==> config.mk <==
export PLATFORM = sky130hd
export DESIGN_NAME = scan_gray_mapper
export DESIGN_NICKNAME = d
export VERILOG_FILES = /design/src/rtl/scan_pkg.sv /design/src/rtl/scan_cfg_shadow.sv /design/src/rtl/scan_line_map.sv /design/src/rtl/gray_level_xform.sv /design/src/rtl/scan_gray_mapper.sv
export SDC_FILE = /design/constraint.sdc
export NUM_CORES = 1
export LEC_CHECK = 0
export BUFFER_PORTS_ARGS = -buffer_cell sky130_fd_sc_hd__buf_4
export CORE_MARGIN = 2
export CORE_UTILIZATION = 55
export CTS_BUF_LIST = sky130_fd_sc_hd__clkbuf_2 sky130_fd_sc_hd__clkbuf_4 sky130_fd_sc_hd__clkbuf_8
export CTS_CLUSTER_SIZE = 12
export DETAILED_ROUTE_END_ITERATION = 8
export GPL_TIMING_DRIVEN = 0
export HOLD_SLACK_MARGIN = 0.02
export PLACE_DENSITY = 0.87
export SETUP_SLACK_MARGIN = 0.15
export SKIP_CTS_REPAIR_TIMING = 1
export SLEW_MARGIN = 20
export SYNTH_ARGS = -nofsm -noshare
export SYNTH_HDL_FRONTEND = slang
export SYNTH_HIERARCHICAL = 1
export SYNTH_SLANG_ARGS = --single-unit
==> constraint.sdc <==
create_clock -name clk -period 5.75 [get_ports clk]
set_input_delay 1.15 -clock clk [delete_from_list [all_inputs] [get_ports clk]]
set_output_delay 1.15 -clock clk [all_outputs]
set_load 0.05 [all_outputs]
==> src/rtl/scan_pkg.sv <==
// Shared definitions for the scan line mapper.
// Assumes a 2-bit mode field whose encoding other blocks also decode.
package scan_pkg;
    typedef enum logic [1:0] {
        MODE_NORMAL  = 2'b00,
        MODE_ALL_ON  = 2'b01,
        MODE_ALL_OFF = 2'b10,
        MODE_INVERSE = 2'b11
    } gray_mode_e;
endpackage

==> src/rtl/scan_cfg_shadow.sv <==
// Shadow register set for the mapper configuration.
// Captures all settings on a frame pulse and clamps the multiplex request
// into MUX_MIN..2**LINE_W. Assumes frame_sync lasts a single cycle per frame.
module scan_cfg_shadow
    import scan_pkg::*;
#(
    parameter int LINE_W  = 6,
    parameter int MUX_MIN = 16
) (
    input  logic              clk,
    input  logic              rst_n,
    input  logic              frame_sync,
    input  logic [LINE_W-1:0] cfg_start,
    input  logic [LINE_W-1:0] cfg_offset,
    input  logic [LINE_W:0]   cfg_mux,
    input  logic              cfg_com_rev,
    input  logic              cfg_com_split,
    input  logic [1:0]        cfg_mode,
    output logic [LINE_W-1:0] s_start,
    output logic [LINE_W-1:0] s_offset,
    output logic [LINE_W:0]   s_mux,
    output logic              s_rev,
    output logic              s_split,
    output gray_mode_e        s_mode
);
    localparam int          LINES   = 2 ** LINE_W;
    localparam logic [LINE_W:0] MUX_LO = (LINE_W+1)'(MUX_MIN);
    localparam logic [LINE_W:0] MUX_HI = (LINE_W+1)'(LINES);

    logic [LINE_W:0] mux_clamped;

    // Clamp the requested ratio into the legal window.
    always_comb begin
        if (cfg_mux < MUX_LO)
            mux_clamped = MUX_LO;
        else if (cfg_mux > MUX_HI)
            mux_clamped = MUX_HI;
        else
            mux_clamped = cfg_mux;
    end

    // Capture the configuration on the frame pulse, else hold.
    always_ff @(posedge clk) begin
        if (!rst_n) begin
            s_start  <= '0;
            s_offset <= '0;
            s_mux    <= MUX_HI;
            s_rev    <= 1'b0;
            s_split  <= 1'b0;
            s_mode   <= MODE_NORMAL;
        end else if (frame_sync) begin
            s_start  <= cfg_start;
            s_offset <= cfg_offset;
            s_mux    <= mux_clamped;
            s_rev    <= cfg_com_rev;
            s_split  <= cfg_com_split;
            s_mode   <= gray_mode_e'(cfg_mode);
        end
    end
endmodule

==> src/rtl/scan_line_map.sv <==
// Combinational line mapping: memory row, window test and physical pin.
// Row = line + start, logical common = line - offset, then optional
// reversal (bitwise complement equals LINES-1-c) and optional interleave.
module scan_line_map #(
    parameter int LINE_W = 6
) (
    input  logic [LINE_W-1:0] line,
    input  logic [LINE_W-1:0] start,
    input  logic [LINE_W-1:0] offset,
    input  logic [LINE_W:0]   mux,
    input  logic              rev,
    input  logic              split,
    output logic [LINE_W-1:0] row,
    output logic              active,
    output logic [LINE_W-1:0] pin
);
    logic [LINE_W-1:0] com_logical;
    logic [LINE_W-1:0] com_dir;
    logic [LINE_W-1:0] com_split;

    // Row rotation and logical common index, both modulo the line count.
    always_comb begin
        row         = line + start;
        com_logical = line - offset;
        active      = ({1'b0, line} < mux);
    end

    // Per-bit direction reversal.
    genvar b;
    generate
        for (b = 0; b < LINE_W; b++) begin : g_rev
            assign com_dir[b] = com_logical[b] ^ rev;
        end
    endgenerate

    // Interleave: lower half to even pins, upper half to odd pins.
    assign com_split = {com_dir[LINE_W-2:0], com_dir[LINE_W-1]};

    // Select the final pin.
    always_comb begin
        pin = split ? com_split : com_dir;
    end
endmodule

==> src/rtl/gray_level_xform.sv <==
// Combinational gray level transform per display mode.
// Lines outside the window are dark whatever the mode.
module gray_level_xform
    import scan_pkg::*;
#(
    parameter int LINE_W = 6
) (
    input  logic [LINE_W-1:0] level_in,
    input  logic              active,
    input  gray_mode_e        mode,
    output logic [LINE_W-1:0] level_out
);
    localparam logic [LINE_W-1:0] FULL = '1;

    // Mode selection with window gating.
    always_comb begin
        if (!active) begin
            level_out = '0;
        end else begin
            unique case (mode)
                MODE_NORMAL:  level_out = level_in;
                MODE_ALL_ON:  level_out = FULL;
                MODE_ALL_OFF: level_out = '0;
                MODE_INVERSE: level_out = FULL - level_in;
                default:      level_out = level_in;
            endcase
        end
    end
endmodule

==> src/rtl/scan_gray_mapper.sv <==
// Top of the scan line and gray mapper.
// Takes one line per cycle when scan_valid is high and returns its results
// one cycle later. Assumes the memory level arrives in the same cycle as its
// line index.
module scan_gray_mapper
    import scan_pkg::*;
#(
    parameter int LINE_W  = 6,
    parameter int MUX_MIN = 16
) (
    input  logic              clk,
    input  logic              rst_n,
    input  logic              frame_sync,
    input  logic [LINE_W-1:0] cfg_start,
    input  logic [LINE_W-1:0] cfg_offset,
    input  logic [LINE_W:0]   cfg_mux,
    input  logic              cfg_com_rev,
    input  logic              cfg_com_split,
    input  logic [1:0]        cfg_mode,
    input  logic              scan_valid,
    input  logic [LINE_W-1:0] scan_line,
    input  logic [LINE_W-1:0] ram_level,
    output logic              out_valid,
    output logic [LINE_W-1:0] row_addr,
    output logic              line_on,
    output logic [LINE_W-1:0] com_pin,
    output logic [LINE_W-1:0] gray_out
);
    logic [LINE_W-1:0] s_start;
    logic [LINE_W-1:0] s_offset;
    logic [LINE_W:0]   s_mux;
    logic              s_rev;
    logic              s_split;
    gray_mode_e        s_mode;

    logic [LINE_W-1:0] map_row;
    logic              map_active;
    logic [LINE_W-1:0] map_pin;
    logic [LINE_W-1:0] map_gray;

    scan_cfg_shadow #(.LINE_W(LINE_W), .MUX_MIN(MUX_MIN)) u_shadow (
        .clk           (clk),
        .rst_n         (rst_n),
        .frame_sync    (frame_sync),
        .cfg_start     (cfg_start),
        .cfg_offset    (cfg_offset),
        .cfg_mux       (cfg_mux),
        .cfg_com_rev   (cfg_com_rev),
        .cfg_com_split (cfg_com_split),
        .cfg_mode      (cfg_mode),
        .s_start       (s_start),
        .s_offset      (s_offset),
        .s_mux         (s_mux),
        .s_rev         (s_rev),
        .s_split       (s_split),
        .s_mode        (s_mode)
    );

    scan_line_map #(.LINE_W(LINE_W)) u_map (
        .line   (scan_line),
        .start  (s_start),
        .offset (s_offset),
        .mux    (s_mux),
        .rev    (s_rev),
        .split  (s_split),
        .row    (map_row),
        .active (map_active),
        .pin    (map_pin)
    );

    gray_level_xform #(.LINE_W(LINE_W)) u_gray (
        .level_in  (ram_level),
        .active    (map_active),
        .mode      (s_mode),
        .level_out (map_gray)
    );

    // Validity flag follows the presented line by one cycle.
    always_ff @(posedge clk) begin
        if (!rst_n)
            out_valid <= 1'b0;
        else
            out_valid <= scan_valid;
    end

    // Result registers, loaded only for presented lines.
    always_ff @(posedge clk) begin
        if (!rst_n) begin
            row_addr <= '0;
            line_on  <= 1'b0;
            com_pin  <= '0;
            gray_out <= '0;
        end else if (scan_valid) begin
            row_addr <= map_row;
            line_on  <= map_active;
            com_pin  <= map_pin;
            gray_out <= map_gray;
        end
    end
endmodule

Yosys cells after proc, flatten, opt, wreduce, memory -nomap -nowiden
Index checks and enable logic that the tools add are counted.

$add $sub $neg: 3. Mux-type cells: 5. Bitwise logic cells: 6. Reduce and logical (&&, ||, !) cells: 1. $lt $le $gt $ge: 3. Equality and inequality tests: 3.

Operators with widths (number): one-hot mux 6 bit (4 select lines) (1); 2-to-1 mux 7 bit (2); 2-to-1 mux 6 bit (2); > comparator 7 bit (second input constant) (1); < comparator 6 x 7 -> 1 bit (1); < comparator 7 x 5 -> 1 bit (second input constant) (1); adder 6 bit (1); subtractor 6 bit (1); subtractor 6 bit (first input constant) (1); bitwise XOR 1 bit (6); == test 2 bit (second input constant) (2); == test 2 x 1 -> 1 bit (second input constant) (1); zero test 2 bit (1).

Input bits: 39. Output and inout bits: 20. Word-level logic and storage cells: 32. Bits in registers: 43.

Logic depth before layout (Yosys ltp)
Word-level depth: 3. Depth in mapped cells: 11.

By module
The synthesis kept the hierarchy.

By module, submodules not included: scan_cfg_shadow (area an instance 869.6 um^2, cells each 78, seq. area each 460.4 um^2, instances 1); scan_gray_mapper (area an instance 745.7 um^2, cells each 63, seq. area each 400.4 um^2, instances 1); scan_line_map (area an instance 671.9 um^2, cells each 87, seq. area each 0.0 um^2, instances 1); gray_level_xform (area an instance 82.6 um^2, cells each 12, seq. area each 0.0 um^2, instances 1).

Least setup slack after synthesis
No wires, ideal clock.

Kind: input to register. Start point: in scan_line[0]. End point: reg com_pin[5]. Arrival time: 2486 ps. Path buffers: 0. Slack: 3147 ps. Library setup time: 117 ps. Cell stages on the path: 11. Cell sequence: inv_1 > ha_1 > inv_1 > fa_1 > nand3_1 > a21boi_0 > o21ai_0 > o31ai_1 > xnor2_1 > mux2i_1 > nor2b_1.

Cells in the longest elaborated chain, start to end: 3.

RTL lines: from (decl) (line scan_gray_mapper.sv:21) `input logic [LINE_W-1:0] scan_line,`; subtractor 6 bit (*) (line scan_line_map.sv:24) `com_logical = line - offset;`; bitwise XOR 1 bit (line scan_line_map.sv:32) `assign com_dir[b] = com_logical[b] ^ rev;`; 2-to-1 mux 6 bit (*) (line scan_line_map.sv:41) `pin = split ? com_split : com_dir;`; named net map_pin[5] (line scan_gray_mapper.sv:38) `logic [LINE_W-1:0] map_pin;`; to (signal assigned) (line scan_gray_mapper.sv:96) `com_pin <= map_pin;`; to (decl) (line scan_gray_mapper.sv:26) `output logic [LINE_W-1:0] com_pin,`.

The timed path passes the listed nets; every way through them passes the cells marked *. A chain may end at the register's enable or synchronous reset.

Worst setup path in the final report
Same ends and word-level chain as after synthesis.

==> flow_summary.ini <==
[sta]
min_period_over_period = 0.457
slew_headroom = 0.720
slew_violations = 0
fin_worst_skew_ns = 0.00426
rsz0062_at_grt = no
setup_viol = 0
whs_ns = 0.482
worstMarginPinSlew_ns = 0.416
timing.fmax_mhz = 380
fin_tns_setup_ns = 0
fin_crit_ns = 2.63
hold_viol_final = 0

[route]
initialDrtViolationCount = 96
wl_per_cell_um = 13.1
drc = 0
vias_per_cell = 5.27
vias = 1862
drtAntennaViolNets = 0
routed_wl_mm = 4.61
dr.pass1.iters = 4

[clock_tree]
clockBufferDepth = 2
cts_tree = built
clk_latency_ns = 0.29
cts_sinks = 43
clkSlewWorstSetupHoldPaths_ns = 0.07
ctsRootBufferMaster = clkbuf_8
numCtsBuffers = 5
h-tree-depth = 2

[yosys]
syn_avg_cell_area_um2 = 9.87
synth_area_leaders = dfxtp_1, mux2i_1, nor2b_1, ha_1, xnor2_1
synth.most_common_cell = dfxtp_1
postSynthCellCount = 240
ys_ff_latch = 43
synthArstFlopShare = 0
synth_common_cells = dfxtp_1, nor2b_1, mux2i_1, inv_1, ha_1
yosysSeqAreaShare = 0.363
synth_top_area_cell = dfxtp_1
yosys.area.top_type_share = 0.363
syn-num-nets = 296
synth_ff_type = dfxtp_1
synth_edf_count = 0
syn-cell-area_mm2 = 0.00237
ys_types = 37
yosysWarnings = 6

[status]
outcome = finished clean

[global_route]
track_usage = 0.192
grt_first_pass_wirelength_mm = 7.48
antenna_found_initial = 0
grt_max_degree = 12
grt_pass1_vias = 1665
overflow = 0

[pwr]
powerDensity_mw_per_mm2 = 249
ir_worst_vdd_v = 0.000173
cellLeakagePower_nw = 1.40

[critical_path]
worstPathMaxFanout = 3
cp_slowest_cell = fa_1
path_common_cell = inv_1
max_stage_delay_ns = 0.39
worst_ep_required_time_ns = 5.93
cp.arrival_ns = 2.81
cp_cell_sequence = buf_4 > inv_1 > ha_1 > inv_1 > fa_1 > nand3_1 > a21boi_0 > o21ai_0 > o31ai_1 > xnor2_1 > mux2i_1 > nor2b_1
cp-start-kind = primary input
worst_setup_path_end_kind = flop
critical_path_class = primary input to flop

[die]
fp.dieW_um = 69.6
io_pins = 59
chipHeight_um = 69.6
core_area_mm2 = 0.00409
rows = 23
start_util = 0.580
die_area_mm2 = 0.00485

[place]
gp_congestion = 0.814
io_buffers = 57
hpwlAfterDp_mm = 3.62

[run]
maxCapViolCount = 0

[cells_and_area]
fin_nets = 360
final_core_util = 0.719
area_delta_synth_final_pct = 23.9
nFillCells = 336
layout-drive-gt1-share = 0.241
diodes = 0

[worst_hold_path]
min_path_type = flop to flop
## cell usage in the layout (no fill, tap or decap), types with 2 or more instances in the layout
cell type | synthesis | routed
a21oi_1 | 6 | 6
o211a_1 | 6 | 6
a21o_1 | 4 | 4
inv_1 | 17 | 17
fa_1 | 2 | 2
ha_1 | 15 | 15
dfxtp_1 | 43 | 43
nor2_1 | 4 | 4
nor2b_1 | 38 | 38
buf_2 | 3 | 3
xnor2_1 | 9 | 9
xor2_1 | 4 | 4
o21a_1 | 2 | 2
o21ai_1 | 2 | 2
mux2i_1 | 37 | 37
o21ai_0 | 2 | 2
buf_6 | 4 | 4
nand3b_1 | 2 | 2
buf_4 | 0 | 57
nand2b_1 | 2 | 2
nand2_1 | 13 | 13
a22o_1 | 4 | 4
and2_1 | 2 | 2
clkbuf_8 | 0 | 5
clkbuf_1 | 3 | 3
o31ai_1 | 3 | 3
## critical path: cells and delay by family
kind | cells | cell delay, ns
compound gates | 3 | 0.42
xor+xnor | 1 | 0.15
fa+ha+maj | 2 | 0.56
buf+inv | 3 | 0.25
mux | 1 | 0.14
simple gates | 2 | 0.15
## power by group
part	switching, mW	leakage (nW)	internal (mW)
combinational	0.122	1.00	0.0984
sequential	0.0134	0.355	0.320
clock	0.0914	0.0406	0.0857
total	0.227	1.40	0.504
## area by class of cell
| cell class | instances | area, µm² | share of cell area |
|---|---|---|---|
| Inverter | 17 | 63.8 | 0.0217 |
| Multi-Input combinational cell | 170 | 1370 | 0.468 |
| Buffer | 10 | 71.3 | 0.0243 |
| Tap cell | 50 | 62.6 | 0.0213 |
| Clock buffer | 6 | 76.3 | 0.0260 |
| Sequential cell | 43 | 861 | 0.293 |
| Timing Repair Buffer | 57 | 428 | 0.146 |
## per-layer routing
layer | global-route usage | routed length (µm)
met5 | 0 | 0
met3 | 0.0538 | 284
met4 | 0.0748 | 92
met1 | 0.240 | 2070
met2 | 0.315 | 2170
## metrics by stage
step	cells	power [mW]	area, µm²	setup WS, ns
3_3_place_gp	347	0.554	2860	2.87
6_report	353	0.731	2940	3.12
5_1_grt	353	0.768	2940	2.97
3_5_place_dp	347	0.561	2860	2.84
2_1_floorplan	240	0.493	2370	3.15
4_1_cts	353	0.737	2940	3.13
## flip-flops by register name, indices dropped and copies added (netlist names)
signal	count
line_on	1
com_pin	6
u_shadow/s_offset	6
u_shadow/s_rev	1
u_shadow/s_mode	2
u_shadow/s_split	1
row_addr	6
gray_out	6
u_shadow/s_start	6
out_valid	1
u_shadow/s_mux	7
## worst paths after layout
kind              slack [ns]  cells after the start                              to                               from
hold reg to reg         0.48                      1  u_shadow/s_mux[0]$_SDFFE_PN0P_     u_shadow/s_mux[0]$_SDFFE_PN0P_
setup reg to reg        3.78                      9         com_pin[5]$_SDFFE_PN0P_  u_shadow/s_offset[1]$_SDFFE_PN0P_
setup / recovery        3.12                     12         com_pin[5]$_SDFFE_PN0P_                       scan_line[0]
hold / removal          0.48                      1  u_shadow/s_mux[0]$_SDFFE_PN0P_     u_shadow/s_mux[0]$_SDFFE_PN0P_
## cell families (layout without fill, tap and decap cells)
kind of cell,after synthesis,in the layout,synth area share
buffers and inverters,27,90,0.0570
muxes,37,37,0.156
and+or+nand+nor,67,67,0.163
AOI/OAI and AO/OA,36,36,0.117
xor gates and xnor gates,13,13,0.0480
adders and majority gates,17,17,0.0961
DFF,43,43,0.363
No activity file was read; power rests on OpenSTA's default activity.
